### config.mk
export PLATFORM = sky130hd
export DESIGN_NAME = aon_ms_timer
export DESIGN_NICKNAME = d
export VERILOG_FILES = /design/src/rtl/aon_timer_pkg.sv /design/src/rtl/aon_frac_div.sv /design/src/rtl/aon_tick_select.sv /design/src/rtl/aon_alarm.sv /design/src/rtl/aon_ms_timer.sv
export SDC_FILE = /design/constraint.sdc
export NUM_CORES = 1
export LEC_CHECK = 0
export CAP_MARGIN = 0
export CORE_ASPECT_RATIO = 1.25
export CORE_MARGIN = 2
export CORE_UTILIZATION = 60
export CTS_CLUSTER_SIZE = 20
export DETAILED_ROUTE_END_ITERATION = 10
export PLACE_DENSITY = 0.76
export SLEW_MARGIN = 20
export SYNTH_ARGS = -nofsm -noshare
export SYNTH_HDL_FRONTEND = slang
export SYNTH_SLANG_ARGS = --single-unit
### constraint.sdc
create_clock -name clk -period 5.09 [get_ports clk]
set_clock_uncertainty 0.1 [all_clocks]
set_input_delay 1.018 -clock clk [delete_from_list [all_inputs] [get_ports clk]]
set_output_delay 1.018 -clock clk [all_outputs]
set_load 0.03 [all_outputs]
### src/rtl/aon_timer_pkg.sv
// Shared types and register addresses for the always-on millisecond timer.
// Assumes a 4-bit register address space and three tick sources.
package aon_timer_pkg;

    typedef enum logic [1:0] {
        SRC_LPOSC  = 2'd0,
        SRC_XOSC   = 2'd1,
        SRC_EXTPIN = 2'd2
    } tick_src_e;

    localparam logic [3:0] ADDR_CTRL    = 4'd0;
    localparam logic [3:0] ADDR_TIME0   = 4'd1;
    localparam logic [3:0] ADDR_TIME3   = 4'd4;
    localparam logic [3:0] ADDR_ALRM0   = 4'd5;
    localparam logic [3:0] ADDR_ALRM3   = 4'd8;
    localparam logic [3:0] ADDR_LP_INT  = 4'd9;
    localparam logic [3:0] ADDR_LP_FRAC = 4'd10;
    localparam logic [3:0] ADDR_XO_INT  = 4'd11;
    localparam logic [3:0] ADDR_XO_FRAC = 4'd12;
    localparam logic [3:0] ADDR_PIN     = 4'd13;
    localparam logic [3:0] ADDR_IRQ_CLR = 4'd14;

    localparam logic [3:0] RADDR_CTRL    = 4'd0;
    localparam logic [3:0] RADDR_TIME_LO = 4'd1;
    localparam logic [3:0] RADDR_TIME_HI = 4'd2;

    // One-hot view of a source, bit order matches the select field.
    function automatic logic [2:0] src_onehot(tick_src_e s);
        return 3'b001 << s;
    endfunction

endpackage

### src/rtl/aon_frac_div.sv
// Fractional divider: turns an oscillator strobe into a 1 kHz tick.
// The accumulator gains 1.0 per strobe; on reaching the programmed
// whole.fraction period it ticks and keeps the excess. Assumes strobes
// are single-cycle and synchronous to clk. Cleared when not enabled.
module aon_frac_div #(
    parameter int INT_W  = 16,
    parameter int FRAC_W = 16
) (
    input  logic              clk,
    input  logic              rst_n,
    input  logic              enable,
    input  logic              strobe,
    input  logic [INT_W-1:0]  per_int,
    input  logic [FRAC_W-1:0] per_frac,
    output logic              tick
);
    localparam int ACC_W = INT_W + FRAC_W + 1;
    localparam logic [ACC_W-1:0] UNIT = {{INT_W{1'b0}}, 1'b1, {FRAC_W{1'b0}}};

    logic [ACC_W-1:0] acc_q;
    logic [ACC_W-1:0] acc_inc;
    logic [ACC_W-1:0] period;
    logic             hit;

    // Next accumulator value and tick decision for this strobe.
    always_comb begin
        acc_inc = acc_q + UNIT;
        period  = {1'b0, per_int, per_frac};
        hit     = enable && strobe && (period != '0) && (acc_inc >= period);
    end

    assign tick = hit;

    // Accumulate per strobe, subtract the period on a tick.
    always_ff @(posedge clk) begin
        if (!rst_n || !enable) begin
            acc_q <= '0;
        end else if (strobe) begin
            acc_q <= hit ? (acc_inc - period) : acc_inc;
        end
    end

    // with a period of at least 1.0 the kept excess stays below the period
    a_r5_excess_below_period: assert property (@(posedge clk) disable iff (!rst_n)
        hit && (per_int != '0) |=> (acc_q < {1'b0, $past(per_int), $past(per_frac)}) || !enable);

endmodule

### src/rtl/aon_tick_select.sv
// Tick source selection with a delayed switch-over and in-use flags.
// The pin source is synchronised by two flops and edge-detected. During
// a switch the old source keeps ticking for SW_DELAY cycles; the in-use
// flags read zero until the new source takes over. Assumes SW_DELAY >= 1.
module aon_tick_select
    import aon_timer_pkg::*;
#(
    parameter int PIN_W    = 24,
    parameter int SW_DELAY = 3,
    parameter int IDX_W    = $clog2(PIN_W)
) (
    input  logic             clk,
    input  logic             rst_n,
    input  logic             run,
    input  logic             sel_wr,
    input  tick_src_e        sel_new,
    input  logic             lp_tick,
    input  logic             xo_tick,
    input  logic [PIN_W-1:0] pins,
    input  logic [IDX_W-1:0] pin_idx,
    output logic             tick,
    output tick_src_e        act_src,
    output tick_src_e        req_src,
    output logic [2:0]       using_src
);
    localparam int CNT_W = $clog2(SW_DELAY + 1);

    tick_src_e  act_q, req_q;
    logic [CNT_W-1:0] cnt_q;
    logic sync1_q, sync2_q, prev_q;
    logic ext_tick;

    // Two-flop synchroniser and edge history for the chosen pin.
    always_ff @(posedge clk) begin
        if (!rst_n) begin
            sync1_q <= 1'b0;
            sync2_q <= 1'b0;
            prev_q  <= 1'b0;
        end else begin
            sync1_q <= pins[pin_idx];
            sync2_q <= sync1_q;
            prev_q  <= sync2_q;
        end
    end

    assign ext_tick = sync2_q && !prev_q;

    // Request capture and countdown to the switch-over.
    always_ff @(posedge clk) begin
        if (!rst_n) begin
            act_q <= SRC_LPOSC;
            req_q <= SRC_LPOSC;
            cnt_q <= '0;
        end else if (sel_wr) begin
            req_q <= sel_new;
            cnt_q <= (sel_new != act_q) ? CNT_W'(SW_DELAY) : '0;
        end else if (cnt_q != '0) begin
            cnt_q <= cnt_q - 1'b1;
            if (cnt_q == CNT_W'(1)) act_q <= req_q;
        end
    end

    // Route the active source's tick.
    always_comb begin
        unique case (act_q)
            SRC_XOSC:   tick = xo_tick;
            SRC_EXTPIN: tick = ext_tick;
            default:    tick = lp_tick;
        endcase
    end

    assign act_src   = act_q;
    assign req_src   = req_q;
    assign using_src = (run && cnt_q == '0) ? src_onehot(act_q) : 3'b000;

    // at most one in-use flag at a time
    a_r7_using_onehot: assert property (@(posedge clk) disable iff (!rst_n)
        $onehot0(using_src));
    // a switch to another source drops the in-use flags next cycle
    a_r7_switch_clears_using: assert property (@(posedge clk) disable iff (!rst_n)
        sel_wr && (sel_new != act_q) |=> using_src == 3'b000);
    // the active source only changes when the countdown expires
    a_r7_act_changes_at_end: assert property (@(posedge clk) disable iff (!rst_n)
        (cnt_q != CNT_W'(1)) |=> $stable(act_q));

endmodule

### src/rtl/aon_alarm.sv
// 64-bit alarm comparator with a latched interrupt and power-up request.
// Slices are writable only while the alarm is disabled. A clear wins over
// a new firing in the same cycle. Assumes TIME_W is a multiple of 16.
module aon_alarm #(
    parameter int TIME_W = 64,
    parameter int SLC_W  = 16,
    parameter int NSLC   = TIME_W / SLC_W,
    parameter int SIDX_W = $clog2(NSLC)
) (
    input  logic              clk,
    input  logic              rst_n,
    input  logic              slice_wr,
    input  logic [SIDX_W-1:0] slice_idx,
    input  logic [SLC_W-1:0]  slice_data,
    input  logic              alarm_en,
    input  logic              pwrup_en,
    input  logic              clr,
    input  logic [TIME_W-1:0] count,
    output logic              irq,
    output logic              pwrup_req
);
    logic [TIME_W-1:0] alarm_q;
    logic              status_q;

    // One register per slice, loaded only while the alarm is off.
    for (genvar g = 0; g < NSLC; g++) begin : g_slice
        always_ff @(posedge clk) begin
            if (!rst_n) begin
                alarm_q[g*SLC_W +: SLC_W] <= '0;
            end else if (slice_wr && !alarm_en && slice_idx == SIDX_W'(g)) begin
                alarm_q[g*SLC_W +: SLC_W] <= slice_data;
            end
        end
    end

    // Latch the alarm status; clear has priority.
    always_ff @(posedge clk) begin
        if (!rst_n || clr) begin
            status_q <= 1'b0;
        end else if (alarm_en && count >= alarm_q) begin
            status_q <= 1'b1;
        end
    end

    assign irq       = status_q;
    assign pwrup_req = status_q && pwrup_en;

    // alarm time frozen while enabled
    a_r8_locked_when_enabled: assert property (@(posedge clk) disable iff (!rst_n)
        alarm_en |=> $stable(alarm_q));
    // reaching the alarm time while enabled raises irq
    a_r9_fires: assert property (@(posedge clk) disable iff (!rst_n)
        alarm_en && (count >= alarm_q) && !clr |=> irq);
    // irq stays latched until cleared
    a_r9_latched: assert property (@(posedge clk) disable iff (!rst_n)
        irq && !clr |=> irq);
    // a power-up request only accompanies an interrupt
    a_r10_pwrup_with_irq: assert property (@(posedge clk) disable iff (!rst_n)
        pwrup_req |-> irq);

endmodule

### src/rtl/aon_ms_timer.sv
// Always-on millisecond timer top: key-checked register port, 64-bit
// counter, two fractional oscillator dividers, a pin tick source with a
// delayed switch-over, and an alarm. Assumes TIME_W = 64 (four slices)
// and that oscillator strobes are synchronous one-cycle pulses.
module aon_ms_timer
    import aon_timer_pkg::*;
#(
    parameter int          TIME_W      = 64,
    parameter int          INT_W       = 16,
    parameter int          FRAC_W      = 16,
    parameter int          PIN_W       = 24,
    parameter int          SW_DELAY    = 3,
    parameter logic [15:0] PASSWORD    = 16'h5AFE,
    parameter int          LP_INT_RST  = 32,
    parameter int          LP_FRAC_RST = 16'hC49B,
    parameter int          XO_INT_RST  = 12000,
    parameter int          XO_FRAC_RST = 0
) (
    input  logic             clk,
    input  logic             rst_n,
    input  logic             wr_en,
    input  logic [3:0]       wr_addr,
    input  logic [31:0]      wr_data,
    input  logic [3:0]       rd_addr,
    output logic [31:0]      rd_data,
    input  logic             lposc_stb,
    input  logic             xosc_stb,
    input  logic [PIN_W-1:0] tick_pins,
    output logic             irq,
    output logic             pwrup_req
);
    localparam int SLC_W = 16;
    localparam int NSLC  = TIME_W / SLC_W;
    localparam int IDX_W = $clog2(PIN_W);

    logic              wr_ok;
    logic [15:0]       pay;
    logic              run_q, alarm_en_q, pwrup_en_q;
    logic [INT_W-1:0]  lp_int_q, xo_int_q;
    logic [FRAC_W-1:0] lp_frac_q, xo_frac_q;
    logic [IDX_W-1:0]  pin_idx_q;
    logic [TIME_W-1:0] count_q;
    logic              time_wr, alarm_wr, ctrl_wr, sel_wr, pin_ok;
    tick_src_e         sel_new, act_src, req_src;
    logic [2:0]        using_src;
    logic              lp_tick, xo_tick, tick;

    // Key check and address decode.
    always_comb begin
        wr_ok    = wr_en && (wr_data[31:16] == PASSWORD);
        pay      = wr_data[15:0];
        ctrl_wr  = wr_ok && wr_addr == ADDR_CTRL;
        time_wr  = wr_ok && wr_addr >= ADDR_TIME0 && wr_addr <= ADDR_TIME3;
        alarm_wr = wr_ok && wr_addr >= ADDR_ALRM0 && wr_addr <= ADDR_ALRM3;
        sel_wr   = ctrl_wr && (pay[2:0] != 3'b000);
        sel_new  = pay[2] ? SRC_EXTPIN : (pay[1] ? SRC_XOSC : SRC_LPOSC);
        pin_ok   = (pay == 16'd12) || (pay == 16'd14) || (pay == 16'd20) || (pay == 16'd22);
    end

    // Control and configuration registers.
    always_ff @(posedge clk) begin
        if (!rst_n) begin
            run_q      <= 1'b0;
            alarm_en_q <= 1'b0;
            pwrup_en_q <= 1'b0;
            lp_int_q   <= INT_W'(LP_INT_RST);
            lp_frac_q  <= FRAC_W'(LP_FRAC_RST);
            xo_int_q   <= INT_W'(XO_INT_RST);
            xo_frac_q  <= FRAC_W'(XO_FRAC_RST);
            pin_idx_q  <= IDX_W'(12);
        end else if (wr_ok) begin
            unique case (wr_addr)
                ADDR_CTRL: begin
                    run_q      <= pay[3];
                    alarm_en_q <= pay[4];
                    pwrup_en_q <= pay[5];
                end
                ADDR_LP_INT:  lp_int_q  <= INT_W'(pay);
                ADDR_LP_FRAC: lp_frac_q <= FRAC_W'(pay);
                ADDR_XO_INT:  xo_int_q  <= INT_W'(pay);
                ADDR_XO_FRAC: xo_frac_q <= FRAC_W'(pay);
                ADDR_PIN:     if (pin_ok && pay < 16'(PIN_W)) pin_idx_q <= IDX_W'(pay);
                default: ;
            endcase
        end
    end

    // Millisecond counter: slice loads while stopped, else count ticks.
    always_ff @(posedge clk) begin
        if (!rst_n) begin
            count_q <= '0;
        end else if (time_wr && !run_q) begin
            count_q[SLC_W*(2'(wr_addr - ADDR_TIME0)) +: SLC_W] <= pay;
        end else if (run_q && tick) begin
            count_q <= count_q + 1'b1;
        end
    end

    aon_frac_div #(.INT_W(INT_W), .FRAC_W(FRAC_W)) u_lp_div (
        .clk(clk), .rst_n(rst_n),
        .enable(run_q && act_src == SRC_LPOSC),
        .strobe(lposc_stb), .per_int(lp_int_q), .per_frac(lp_frac_q),
        .tick(lp_tick)
    );

    aon_frac_div #(.INT_W(INT_W), .FRAC_W(FRAC_W)) u_xo_div (
        .clk(clk), .rst_n(rst_n),
        .enable(run_q && act_src == SRC_XOSC),
        .strobe(xosc_stb), .per_int(xo_int_q), .per_frac(xo_frac_q),
        .tick(xo_tick)
    );

    aon_tick_select #(.PIN_W(PIN_W), .SW_DELAY(SW_DELAY), .IDX_W(IDX_W)) u_sel (
        .clk(clk), .rst_n(rst_n), .run(run_q),
        .sel_wr(sel_wr), .sel_new(sel_new),
        .lp_tick(lp_tick), .xo_tick(xo_tick),
        .pins(tick_pins), .pin_idx(pin_idx_q),
        .tick(tick), .act_src(act_src), .req_src(req_src), .using_src(using_src)
    );

    aon_alarm #(.TIME_W(TIME_W), .SLC_W(SLC_W), .NSLC(NSLC)) u_alarm (
        .clk(clk), .rst_n(rst_n),
        .slice_wr(alarm_wr), .slice_idx(2'(wr_addr - ADDR_ALRM0)), .slice_data(pay),
        .alarm_en(alarm_en_q), .pwrup_en(pwrup_en_q),
        .clr(wr_ok && wr_addr == ADDR_IRQ_CLR && pay[0]),
        .count(count_q), .irq(irq), .pwrup_req(pwrup_req)
    );

    // Read multiplexer.
    always_comb begin
        unique case (rd_addr)
            RADDR_CTRL:    rd_data = {19'd0, irq, 1'b0, using_src, 2'b00,
                                      pwrup_en_q, alarm_en_q, run_q, src_onehot(req_src)};
            RADDR_TIME_LO: rd_data = count_q[31:0];
            RADDR_TIME_HI: rd_data = count_q[63:32];
            default:       rd_data = '0;
        endcase
    end

    // a write with the wrong key leaves control unchanged
    a_r1_bad_key_ignored: assert property (@(posedge clk) disable iff (!rst_n)
        wr_en && (wr_data[31:16] != PASSWORD) |=>
            $stable(run_q) && $stable(alarm_en_q) && $stable(pin_idx_q));
    // without a slice load the counter moves by zero or one
    a_r4_single_step: assert property (@(posedge clk) disable iff (!rst_n)
        !time_wr |=> (count_q == $past(count_q)) || (count_q == $past(count_q) + 1'b1));
    // a stopped counter holds
    a_r4_hold_stopped: assert property (@(posedge clk) disable iff (!rst_n)
        !run_q && !time_wr |=> $stable(count_q));

endmodule

==> out/metrics.cfg, run 1 <==
[run_status]
status=completed

[logic_synthesis]
syn_area_per_cell_sq_um=7.52
synth_ff_type=dfxtp_1
synth_cell_type_count=86
synth-edff-count=0
syn_inst=2553
syn_nets=2760
yosys_warnings=0
yosysSeqAreaShare=0.288
synth.cell_area_sq_mm=0.0192
synth_seq_cells=276
async_reset_ff_frac=0

[die]
rows=73
core-area_sq_mm=0.0317
start_util=0.605
die_w_um=164
die_area_sq_mm=0.0334
ios=103
die_y_um=204

[sta]
whs_ns=0.356
fin_crit_sh=0.939
max_freq_mhz=209
hold_violations=0
relSlewSlack=0.342
worstMarginPinSlew_ns=0.987
finalSetupViolCount=0
report.final.slew_viol_count=0
min_period_ns=4.78

[placed_design]
post-dp-hpwl_um=42600
placed_area_sq_mm=0.0206
dpl.cell_count=2980
portBuffers=102
place_congestion=0.970

[power]
powerDensity_mw_per_mm2=218
power.ir.vdd_worst_v=0.000235
cellLeakagePower_nw=8.22

[clock_network]
clockBufferDepth=3
insertion_delay_ns=0.58
clk_pin_slew_ns=0.06
cts_sinks=276
cts-root-buf=clkbuf_16
cts_buffers=29
cts_hold_buf=0
cts_tree=yes
htree_levels=1

[final_layout]
final_layout_size_suffix_gt1_frac=0.0565
area_delta_synth_final_pct=12.8
final_area_sq_mm=0.0216
final_util=0.683
instances_no_fill=3033
final_net_count=2806

[global_routing]
grt_max_degree=109
track_usage=0.350
grt_pass1_vias=18400
antenna_found_initial=0
grt_pass1_wl_um=94600
gr-total-overflow=0

[min_path]
hold_path_class=reg2reg

[critical_path]
cp-start-kind=flop
path_class=reg2reg
worstPathRequired_ns=5.46
crit_arrival_ns=5.15
cp-end-kind=flop
crit_fanout=16

[run]
maxCapViolations=0

[routing]
vias_per_cell=6.31
drc=0
antenna_left=0
drt_wl_total_um=59500
firstDrtPassIters=6
num_vias=19100
initialDrtViolationCount=2128
wl_per_cell_um=19.6

path summary, 6_finish.rpt:
kind | start | end | slack [ns] | cells past startpoint
worst max-delay path | u_lp_div.acc_q[18]$_SDFFE_PP0P_ | count_q[44]$_SDFFE_PN0P_ | 0.31 | 16
worst min-delay path | u_xo_div.acc_q[4]$_SDFFE_PP0P_ | u_xo_div.acc_q[4]$_SDFFE_PP0P_ | 0.36 | 2
worst max register to register | u_lp_div.acc_q[18]$_SDFFE_PP0P_ | count_q[44]$_SDFFE_PN0P_ | 0.31 | 16
worst min register to register | u_xo_div.acc_q[4]$_SDFFE_PP0P_ | u_xo_div.acc_q[4]$_SDFFE_PP0P_ | 0.36 | 2
layout make-up:
cell class,instances,area (sq um)
multi-input combinational,1960,12500
clock buffer,39,823
fill,2679,10100
inverter,172,646
tap,412,515
timing repair buffer,160,1480
clock inverter,13,176
sequential,276,5530
antenna,1,2.50
through the flow:
stage / setup WS (ns) / power [W] / TNS (ns)
2_1_floorplan: 0.963 / 0.00236 / 0
3_3_place_gp: 0.373 / 0.00248 / 0
3_5_place_dp: 0.239 / 0.00249 / 0
4_1_cts: 0.183 / 0.00473 / 0
5_1_grt: -0.00624 / 0.00483 / -0.0108
6_report: 0.311 / 0.00472 / 0
Yosys cell counts, types with 42 or more instances:
master	number	area (sq um)
dfxtp_1	276	5530
clkbuf_1	120	450
nand3_1	84	420
a21oi_1	166	831
nand4_1	42	263
and3_1	44	275
ha_1	136	1700
nor2_1	144	541
a21boi_0	124	931
o21ai_0	117	586
xnor2_1	70	613
inv_1	171	642
nand2_1	457	1720
a21o_1	51	383
flip-flops by register name (all words and copies together), names as in the netlist, 5 cells and up:
name             count
pin_idx_q            5
u_xo_div.acc_q      33
lp_int_q            16
count_q             64
u_alarm.alarm_q     64
u_lp_div.acc_q      33
xo_int_q            16
lp_frac_q           16
xo_frac_q           16
metal layers:
metal	track usage	part of all wire	vias to the layer above
met4	0.190	0.059	0
li1	-	-	9137
met5	0	0	-
met3	0.0434	0.071	210
met2	0.597	0.48	806
met1	0.428	0.40	8985
power by group:
| group | internal (W) | switching, W |
|---|---|---|
| Combinational | 0.000118 | 0.000155 |
| Sequential | 0.00217 | 0.00000649 |
| Clock | 0.00133 | 0.000938 |
| Total | 0.00362 | 0.00110 |
cell families (layout without fill, tap and decap cells):
| family | Yosys count | count (layout) | synth area share |
|---|---|---|---|
| AOI/OAI and AO/OA | 742 | 742 | 0.260 |
| xor gates and xnor gates | 97 | 97 | 0.0443 |
| adders and majority gates | 138 | 138 | 0.0908 |
| buffers and inverters | 317 | 384 | 0.0652 |
| DFF | 276 | 276 | 0.288 |
| muxes | 29 | 29 | 0.0198 |
| other | 0 | 1 | 0 |
| and+or+nand+nor | 954 | 954 | 0.232 |
cells in the final DEF, fill, tap and decap left out, types with 14 or more instances in the layout:
cell type	n
a31oi_1	33
nand4_1	42
a21o_1	51
nor2b_1	22
a21oi_1	166
xnor2_1	70
nand2b_1	14
a211oi_1	15
nand2_1	456
nor4_1	27
a22o_1	26
and3_1	44
o21a_1	22
nor2_1	142
nand3_1	84
mux2i_1	21
ha_1	136
nor3_1	33
clkbuf_16	29
xor2_1	27
a21boi_1	28
buf_4	56
and2_1	17
o211ai_1	25
clkdlybuf4s50_1	101
dfxtp_1	276
a21boi_0	124
inv_1	171
o21ai_1	16
o21ai_0	117
repair_timing:
action | 4_1_cts | 5_1_grt
setup buffers | 0 | 0
resized for setup | 0 | 5
setup endpoints to repair | 0 | 13
critical path, cell delays in order (launching register included):
cell and delay, ns:
dfxtp_1 0.41, and3_1 0.30, and3_1 0.26, and2_1 0.21, nand4_1 0.13, xnor2_1 0.18, ha_1 0.42, nand2_2 0.09
nor2_2 0.18, nand4_1 0.17, or4_1 0.54, or3_1 0.36, a31oi_4 0.32, o32ai_4 0.28, o21ai_2 0.33, a21boi_0 0.18
o21a_1 0.21
Power figures use the tool's default switching activity.
==> run 2: changes to the inputs <==
==> constraint.sdc (replaced) <==
create_clock -name clk -period 5.09 [get_ports clk]
set_clock_uncertainty 0.1 [all_clocks]
set_input_delay 1.2725 -clock clk [delete_from_list [all_inputs] [get_ports clk]]
set_output_delay 1.2725 -clock clk [all_outputs]
set_load 0.03 [all_outputs]
==> out/metrics.cfg, run 2 (synthesis gave the netlist of run 1 again) <==
[run_status]
status=completed

[critical_path]
crit_fanout=16
worstPathRequired_ns=5.45
cp-end-kind=flop
path_class=reg2reg
crit_arrival_ns=5.10
cp-start-kind=flop
worst-r2r-setup-slack_ns=0.35

[final_layout]
final_common_cell=nand2_1
reg.largest.list=count_q: 64 flops, u_alarm.alarm_q: 64 flops
area_delta_synth_final_pct=13.4
final_layout_size_suffix_gt1_frac=0.0676
fill_cells=2646
final_cell_mix=nand2_1 (456), dfxtp_1 (276), inv_1 (171), a21oi_1 (166), nor2_1 (142)
instances_no_fill=3032
final_net_count=2802

[global_routing]
grt_max_degree=109
track_usage=0.360
gr-total-overflow=0
grt_pass1_vias=18400
grt_pass1_wl_um=96600
antenna_found_initial=3

[run]
maxCapViolations=0

[sta]
relSlewSlack=0.335
finalSetupViolCount=0
worstMarginPinSlew_ns=0.998
max_freq_mhz=211
report.final.slew_viol_count=0
fin_crit_sh=0.932
hold_violations=0
whs_ns=0.337
min_period_ns=4.74

[power]
cellLeakagePower_nw=8.34
pwr-share-seq=0.436
totalPowerFinal_w=0.00499
power.ir.vdd_worst_v=0.000264
intPower_w=0.00387
p_switching_w=0.00113
switching_share=0.225
p_clk_frac=0.509
powerDensity_mw_per_mm2=229
pwr-share-comb=0.056

[die]
rows=73
die_y_um=204
core-area_sq_mm=0.0317
ios=103
die_area_sq_mm=0.0334
die_w_um=164
start_util=0.605

[clock_network]
htree_levels=1
clk_pin_slew_ns=0.06
clockBufferDepth=3
cts-root-buf=clkbuf_16
cts_sinks=276
cts_buffers=30
post_cts_buffers=0
insertion_delay_ns=0.58
cts_tree=yes

[placed_design]
post-dp-hpwl_um=43500
dpl.cell_count=2975
place_congestion=0.989
portBuffers=102

[routing]
drt_wl_total_um=61300
drc=0
vias_per_cell=6.28
wl_per_cell_um=20.2
firstDrtPassIters=9
antenna_left=0
num_vias=19000
initialDrtViolationCount=2127

[min_path]
hold_path_class=reg2reg

==> run 2: power by group through the flow <==
stage               Sequential [W]  Combinational, W  Clock, W
floorplan                  0.00222          0.000136         0
global placement           0.00222          0.000263         0
detailed placement         0.00222          0.000270         0
CTS                        0.00218          0.000271   0.00256
global route               0.00218          0.000292   0.00265
finish                     0.00218          0.000278   0.00254
==> run 2: worst max-delay path, stage by stage, from the launching register on <==
cell and delay [ns]:
dfxtp_1 0.42, and3_1 0.20, and3_1 0.30, nand3_1 0.16, nor2_1 0.29, xor2_1 0.22, ha_1 0.27, inv_1 0.13
nor2_1 0.06, o21ai_0 0.14, o21ai_0 0.11, a211oi_1 0.26, a21oi_1 0.30, o32ai_4 0.85, nand2_1 0.45, o21ai_0 0.29
a21oi_1 0.06
==> run 2: worst paths after layout <==
path	to	depth (start not counted)	from
max	count_q[3]$_SDFFE_PN0P_	16	u_xo_div.acc_q[18]$_SDFFE_PP0P_
min	u_sel.sync2_q$_SDFF_PN0_	1	u_sel.sync1_q$_SDFF_PN0_
max reg2reg	count_q[3]$_SDFFE_PN0P_	16	u_xo_div.acc_q[18]$_SDFFE_PP0P_
min reg2reg	u_sel.sync2_q$_SDFF_PN0_	1	u_sel.sync1_q$_SDFF_PN0_
==> run 2: cell type report <==
cell class                 count  area (sq um)  share of cell area
tap                          412           515              0.0237
sequential                   276          5530               0.254
clock buffer                  39           856              0.0393
timing repair buffer         155          1450              0.0666
inverter                     172           646              0.0297
multi-input combinational   1960         12500               0.573
antenna                        2          5.00            0.000230
clock inverter                16           288              0.0132
==> run 2: per-stage QoR <==
| step | util | area [sq um] | setup TNS [ns] | worst slack (ns) |
|---|---|---|---|---|
| detailed placement | 0.649 | 20600 | 0 | 0.263 |
| global route | 0.687 | 21800 | -0.000353 | -0.000353 |
| floorplan | - | 19200 | 0 | 0.963 |
| CTS | 0.685 | 21700 | 0 | 0.251 |
| finish | 0.687 | 21800 | 0 | 0.345 |
| global placement | 0.649 | 20600 | 0 | 0.356 |
==> run 2: timing repair <==
action | CTS | global route
endpoints found under the setup margin | 0 | 35
hold buffers | 0 | 0
gates resized for setup | 0 | 8
==> run 2: routing by layer <==
metal  share of wire  wire, um  global-route usage
met5         0.00020        12                   0
met4           0.041      2490               0.147
met3           0.076      4640              0.0578
met2            0.49     30100               0.634
met1            0.39     24000               0.434
